`src/rtl/order_pkg.sv`:
```
package order_pkg;

    // Order code values; bit 1 marks input A rising last, bit 0 marks input B.
    typedef enum logic [1:0] {
        CODE_NONE   = 2'b00,
        CODE_B_LAST = 2'b01,
        CODE_A_LAST = 2'b10
    } order_code_e;

    localparam int unsigned NUM_INPUTS = 2;
    localparam int unsigned IDX_A      = 0;
    localparam int unsigned IDX_B      = 1;

    typedef struct packed {
        order_code_e code;
        logic        change;
        logic        both_rose;
    } order_state_t;

endpackage

```
`src/rtl/order_sync.sv`:
```
module order_sync #(
    parameter int unsigned STAGES = 2,
    parameter int unsigned WIDTH  = 2
) (
    input  logic             clk,
    input  logic             rst_n,
    input  logic [WIDTH-1:0] async_i,
    output logic [WIDTH-1:0] sync_o
);

    localparam int unsigned LAST = STAGES - 1;

    for (genvar g = 0; g < WIDTH; g++) begin : g_bit
        logic [STAGES-1:0] chain_d;
        logic [STAGES-1:0] chain_q;

        if (STAGES == 1) begin : g_single
            always_comb chain_d = async_i[g];
        end else begin : g_multi
            always_comb chain_d = {chain_q[STAGES-2:0], async_i[g]};
        end

        always_ff @(posedge clk or negedge rst_n) begin
            if (!rst_n) begin
                chain_q <= '0;
            end else begin
                chain_q <= chain_d;
            end
        end

        assign sync_o[g] = chain_q[LAST];
    end

endmodule

```
`src/rtl/order_edge.sv`:
```
module order_edge #(
    parameter int unsigned WIDTH = 2
) (
    input  logic             clk,
    input  logic             rst_n,
    input  logic [WIDTH-1:0] level_i,
    output logic [WIDTH-1:0] rise_o
);

    logic [WIDTH-1:0] prev_d;
    logic [WIDTH-1:0] prev_q;

    always_comb begin
        prev_d = level_i;
        rise_o = level_i & ~prev_q;
    end

    always_ff @(posedge clk or negedge rst_n) begin
        if (!rst_n) begin
            prev_q <= '0;
        end else begin
            prev_q <= prev_d;
        end
    end

endmodule

```
`src/rtl/order_decide.sv`:
```
module order_decide
    import order_pkg::*;
(
    input  logic [NUM_INPUTS-1:0] level_i,
    input  logic [NUM_INPUTS-1:0] rise_i,
    input  order_code_e           code_q_i,
    output order_state_t          state_d_o
);

    logic both_low;
    logic both_rise;
    logic a_second;
    logic b_second;

    always_comb begin
        both_low  = ~level_i[IDX_A] & ~level_i[IDX_B];
        both_rise = rise_i[IDX_A] & rise_i[IDX_B];
        a_second  = rise_i[IDX_A] & level_i[IDX_B];
        b_second  = rise_i[IDX_B] & level_i[IDX_A];

        state_d_o.code      = code_q_i;
        state_d_o.both_rose = 1'b0;

        if (both_low) begin
            state_d_o.code = CODE_NONE;
        end else if (both_rise) begin
            state_d_o.both_rose = 1'b1;
        end else if (a_second) begin
            state_d_o.code = CODE_A_LAST;
        end else if (b_second) begin
            state_d_o.code = CODE_B_LAST;
        end

        state_d_o.change = (state_d_o.code != code_q_i);
    end

endmodule

```
`src/rtl/order_edge_discriminator.sv`:
```
module order_edge_discriminator
    import order_pkg::*;
#(
    parameter int unsigned SYNC_STAGES = 2
) (
    input  logic       clk,
    input  logic       rst_n,
    input  logic       sig_a,
    input  logic       sig_b,
    output logic [1:0] code_o,
    output logic       change_o,
    output logic       both_rose_o
);

    logic [NUM_INPUTS-1:0] async_vec;
    logic [NUM_INPUTS-1:0] sync_lvl;
    logic [NUM_INPUTS-1:0] rise_vec;
    order_state_t          state_d;
    order_state_t          state_q;

    assign async_vec[IDX_A] = sig_a;
    assign async_vec[IDX_B] = sig_b;

    order_sync #(
        .STAGES (SYNC_STAGES),
        .WIDTH  (NUM_INPUTS)
    ) u_sync (
        .clk     (clk),
        .rst_n   (rst_n),
        .async_i (async_vec),
        .sync_o  (sync_lvl)
    );

    order_edge #(
        .WIDTH (NUM_INPUTS)
    ) u_edge (
        .clk     (clk),
        .rst_n   (rst_n),
        .level_i (sync_lvl),
        .rise_o  (rise_vec)
    );

    order_decide u_decide (
        .level_i   (sync_lvl),
        .rise_i    (rise_vec),
        .code_q_i  (state_q.code),
        .state_d_o (state_d)
    );

    always_ff @(posedge clk or negedge rst_n) begin
        if (!rst_n) begin
            state_q <= '{code: CODE_NONE, change: 1'b0, both_rose: 1'b0};
        end else begin
            state_q <= state_d;
        end
    end

    assign code_o      = state_q.code;
    assign change_o    = state_q.change;
    assign both_rose_o = state_q.both_rose;

endmodule

```
`config.mk`:
```
export PLATFORM = sky130hd
export DESIGN_NAME = order_edge_discriminator
export DESIGN_NICKNAME = d
export VERILOG_FILES = /design/src/rtl/order_pkg.sv /design/src/rtl/order_sync.sv /design/src/rtl/order_edge.sv /design/src/rtl/order_decide.sv /design/src/rtl/order_edge_discriminator.sv
export SDC_FILE = /design/constraint.sdc
export NUM_CORES = 1
export LEC_CHECK = 0
export BUFFER_PORTS_ARGS = -buffer_cell sky130_fd_sc_hd__buf_2
export CAP_MARGIN = 20
export CORE_AREA = 2 2 39 41
export DETAILED_ROUTE_END_ITERATION = 8
export DIE_AREA = 0 0 41 43
export SLEW_MARGIN = 5
export SYNTH_ARGS = -nofsm -noshare
export SYNTH_HDL_FRONTEND = slang
export SYNTH_SLANG_ARGS = --single-unit
```
`constraint.sdc`:
```
create_clock -name clk -period 1.9 [get_ports clk]
set_clock_uncertainty 0.2 [all_clocks]
set_input_delay 0.19 -clock clk [delete_from_list [all_inputs] [get_ports clk]]
set_output_delay 0.19 -clock clk [all_outputs]
set_load 0.01 [all_outputs]
```
# After elaboration in Yosys (flattened, before gate mapping)

Index checks and enable logic that the tools add are counted.

Bits in registers: 10
Input port bits: 4

Eq/ne operators: 1
Mux-type cells: 6
Bitwise operators: 8

Operators with widths:

| kind          | count |
|---|---|
| $mux W2       | 4 |
| $and A1 B1 Y1 | 4 |
| $and A2 B2 Y2 | 1 |
| $mux W1       | 2 |
| $ne A2 B2 Y1  | 1 |
| $not A1 Y1    | 2 |
| $not A2 Y2    | 1 |

# Logic depth before layout (Yosys ltp)

Depth in word-level cells: 8
Gate-level depth with buffers: 4
Depth with buffers taken out: 3

# Hierarchy

Synthesis repeated with hierarchy kept, for this count alone.

Cells, all modules: 30
Area total of the unflattened synthesis: 382.9 um^2

By module, submodules not included:

| module                   | instances | cells an instance | area each (um^2) |
|---|---|---|---|
| order_sync               | 1         | 6                 | 115.1 |
| order_edge_discriminator | 1         | 4                 | 100.1 |
| order_decide             | 1         | 16                | 90.1 |
| order_edge               | 1         | 4                 | 77.6 |

# Worst setup path before layout

OpenSTA, ideal clock, no wires.

Path type: register -> register
From: register u_edge.prev_q[0]
To: register state_q, in the netlist code_o[0]
Arrival: 0.980 ns
Data required time: 1.578 ns
Setup slack: 0.598 ns
Stages on the path, launching flop included: 4
Path buffers: 0
Period minus slack after synthesis: 1.302 ns
Cells stage by stage: dfrtp_1 > nor2b_4 > mux2_4 > a32o_1

RTL lines:

| item                   | RTL line                       | text |
|---|---|---|
| start, declared        | order_edge.sv:11               | `logic [WIDTH-1:0] prev_q;` |
| start signal, assigned | order_edge.sv:22               | `prev_q <= prev_d;` |
| end signal, assigned   | order_edge_discriminator.sv:52 | `state_q <= '{code: CODE_NONE, change: 1'b0, both_rose: 1'b0};` |
| end signal, assigned   | order_edge_discriminator.sv:54 | `state_q <= state_d;` |
| end, declared          | order_edge_discriminator.sv:19 | `order_state_t state_q;` |

==> impl_metrics.env <==
export IMPL_worst_ep_required_time_ns=1.85
export IMPL_cp_max_fo=9
export IMPL_setup_viol=0
export IMPL_final_area_um2=516.7
export IMPL_yosysWarnings=0
export IMPL_io_pins=8
export IMPL_ctsHtreeMaxLevel=1
export IMPL_avgSynthCellArea_um2=13.55
export IMPL_worst_ep_arrival_time_ns=1.32
export IMPL_n_antenna_cell=0
export IMPL_design_core_area_um2=1384
export IMPL_yosys_top_cells_count="dfrtp_1 (10), nand2_1 (3), a32o_1 (2), inv_1 (2), nor2b_4 (2)"
export IMPL_grt_ovfl_total=0
export IMPL_drive_gt1_frac=0.3721
export IMPL_area_growth_pct=27.08
export IMPL_end_kind="register"
export IMPL_post_dp_cell_area_um2=450.4
export IMPL_slew_violations=0
export IMPL_dpl_hpwl_um=393.8
export IMPL_netlist_top_cells_area="dfrtp_1 (62%), nor2b_4 (6.8%), a32o_1 (4.9%)"
export IMPL_die_w_um=41
export IMPL_synth_most_common_cell="dfrtp_1"
export IMPL_crit_path_start_kind="register"
export IMPL_synth_nets=34
export IMPL_slowest_delay_ns=0.49
export IMPL_antenna_found_initial=0
export IMPL_cellPowerDensity_nw_per_um2=919.9
export IMPL_critical_path_class="register to register"
export IMPL_drt_iter0_drc=5
export IMPL_synth_yosys_seq_area_share=0.6154
export IMPL_die_area_um2=1763
export IMPL_wirelength_um=616
export IMPL_critPathSlowestCell="dfrtp_1"
export IMPL_worstMarginPinSlew_ns=0.2690
export IMPL_antenna_left=0
export IMPL_cts_buffer_depth=2
export IMPL_max_freq_ghz=0.7336
export IMPL_die_height_um=43
export IMPL_min_period_ns=1.363
export IMPL_cts_resized=0
export IMPL_ys_ff_latch=10
export IMPL_grt_pass1_vias=240
export IMPL_cp_cell_sequence="mux2_2 -> a32o_1"
export IMPL_firstDrtPassIters=3
export IMPL_syn_area_um2=406.6
export IMPL_cts_tree="yes"
export IMPL_track_usage=0.09248
export IMPL_fp_row_count=14
export IMPL_yosysTopAreaCellShare=0.6154
export IMPL_synth_edff_count=0
export IMPL_drc=0
export IMPL_synth_cells=30
export IMPL_clock_latency_ns=0.26
export IMPL_cts_inserted_buffers=3
export IMPL_synth_ff_type="dfrtp_1"
export IMPL_cts_sinks=10
export IMPL_nets=48
export IMPL_yosys_area_top_type="dfrtp_1"
export IMPL_initial_core_util=0.2939
export IMPL_avgRoutedWirePerCell_um=10.44
export IMPL_grt_pass1_wl_um=1014
export IMPL_period_share=0.7174
export IMPL_place_congestion=0.7057
export IMPL_vias=259
export IMPL_synth_cell_types=16
export IMPL_finalSetupTns_ns=0
export IMPL_grt_start_max_net_pins=11
export IMPL_run_status="complete, no violations"
export IMPL_port_buffer_count=7
export IMPL_path_clk_slew_ns=0.06
export IMPL_hold_class="input pin to asynchronous set/reset pin"
export IMPL_viasPerCell=4.390
export IMPL_maxCapViolations=0
export IMPL_p_leak_uw=0.0002465
export IMPL_async_flop_share=1.000
export IMPL_rsz0062_at_grt="false"
export IMPL_crit_buf_inv=0
export IMPL_vdd_drop_max_mv=0.5623
export IMPL_hold_viol=0
export IMPL_max_slew_margin=0.8207
export IMPL_crit_family="flip-flops"
export IMPL_clockRootBuffer="clkbuf_4"
cell families after synthesis:
logic type             Yosys count  synth area share
DFF                             10            0.6154
muxes                            2           0.06460
buffers and inverters            3           0.04616
and+or+nand+nor                  9            0.1600
AOI/OAI and AO/OA                6            0.1138
final cells by class:
class / count / area, um^2
multi-input cells: 17 / 137.6
repair buffers: 10 / 65.06
fillers: 135 / 867.1
clock buffers: 4 / 36.28
well taps: 16 / 20.02
inverters: 2 / 7.507
flip-flops and latches: 10 / 250.2
stage by stage:
| step | power (uW) | utilization | instances | hold slack, ns | worst slack [ns] |
|---|---|---|---|---|---|
| after detailed placement | 288.2 | 0.3255 | 52 | -0.1416 | 0.5410 |
| after global routing | 503.7 | 0.3734 | 59 | 0.1321 | 0.4738 |
| after CTS | 484.0 | 0.3734 | 59 | 0.1081 | 0.5354 |
| after floorplan | 272.1 | - | 30 | -0.3056 | 0.5981 |
| final | 475.4 | 0.3734 | 59 | 0.1077 | 0.5369 |
| after global placement | 288.1 | 0.3255 | 52 | -0.1416 | 0.5511 |
repair_timing:
action                                 CTS  global route
buffers inserted                         0             0
endpoints found under the hold margin   12             0
hold buffers                             3             0
worst paths after layout:
kind | slack [ns] | cells after the start | endpoint | start
max in group asynchronous | 1.21 | 2 | u_edge.prev_q[0]$_DFF_PN0_ | rst_n
min in group clk | 0.15 | 0 | u_sync.g_bit[0].chain_q[1]$_DFF_PN0_ | u_sync.g_bit[0].chain_q[0]$_DFF_PN0_
setup / recovery | 0.54 | 2 | code_o[1]$_DFF_PN0_ | u_sync.g_bit[1].chain_q[1]$_DFF_PN0_
hold reg to reg | 0.15 | 0 | u_sync.g_bit[0].chain_q[1]$_DFF_PN0_ | u_sync.g_bit[0].chain_q[0]$_DFF_PN0_
setup reg to reg | 0.54 | 2 | code_o[1]$_DFF_PN0_ | u_sync.g_bit[1].chain_q[1]$_DFF_PN0_
hold / removal | 0.11 | 2 | code_o[0]$_DFF_PN0_ | rst_n
placed cells by master, fill, tap and decap left out, drive strengths merged, types with 2 or more instances in the layout:
master and instances:
inv 2, nor2b 2, buf 7, dlygate4sd3 3, clkbuf 4, nand2 3
a32o 2, dfrtp 10, mux2 2
registers in the layout, indices dropped and copies added (netlist names):
name / flops
u_sync.g_bit.chain_q: 4
both_rose_o: 1
u_edge.prev_q: 2
change_o: 1
code_o: 2
power breakdown:
| part | switching [uW] | internal (uW) | total (uW) |
|---|---|---|---|
| Sequential | 13.5 | 227 | 240 |
| Clock | 70.7 | 116 | 187 |
| Combinational | 20.5 | 27.8 | 48.3 |
metal layers:
metal / vias up / routed length [um] / share of wire / GRT usage
met5: - / 0 / 0 / 0
met4: 0 / 8 / 0.013 / 0.04000
met3: 2 / 52 / 0.084 / 0.07853
met2: 9 / 282 / 0.46 / 0.1188
met1: 117 / 272 / 0.44 / 0.1070
li1: 131 / - / - / -
No activity file was read; power rests on OpenSTA's default activity.
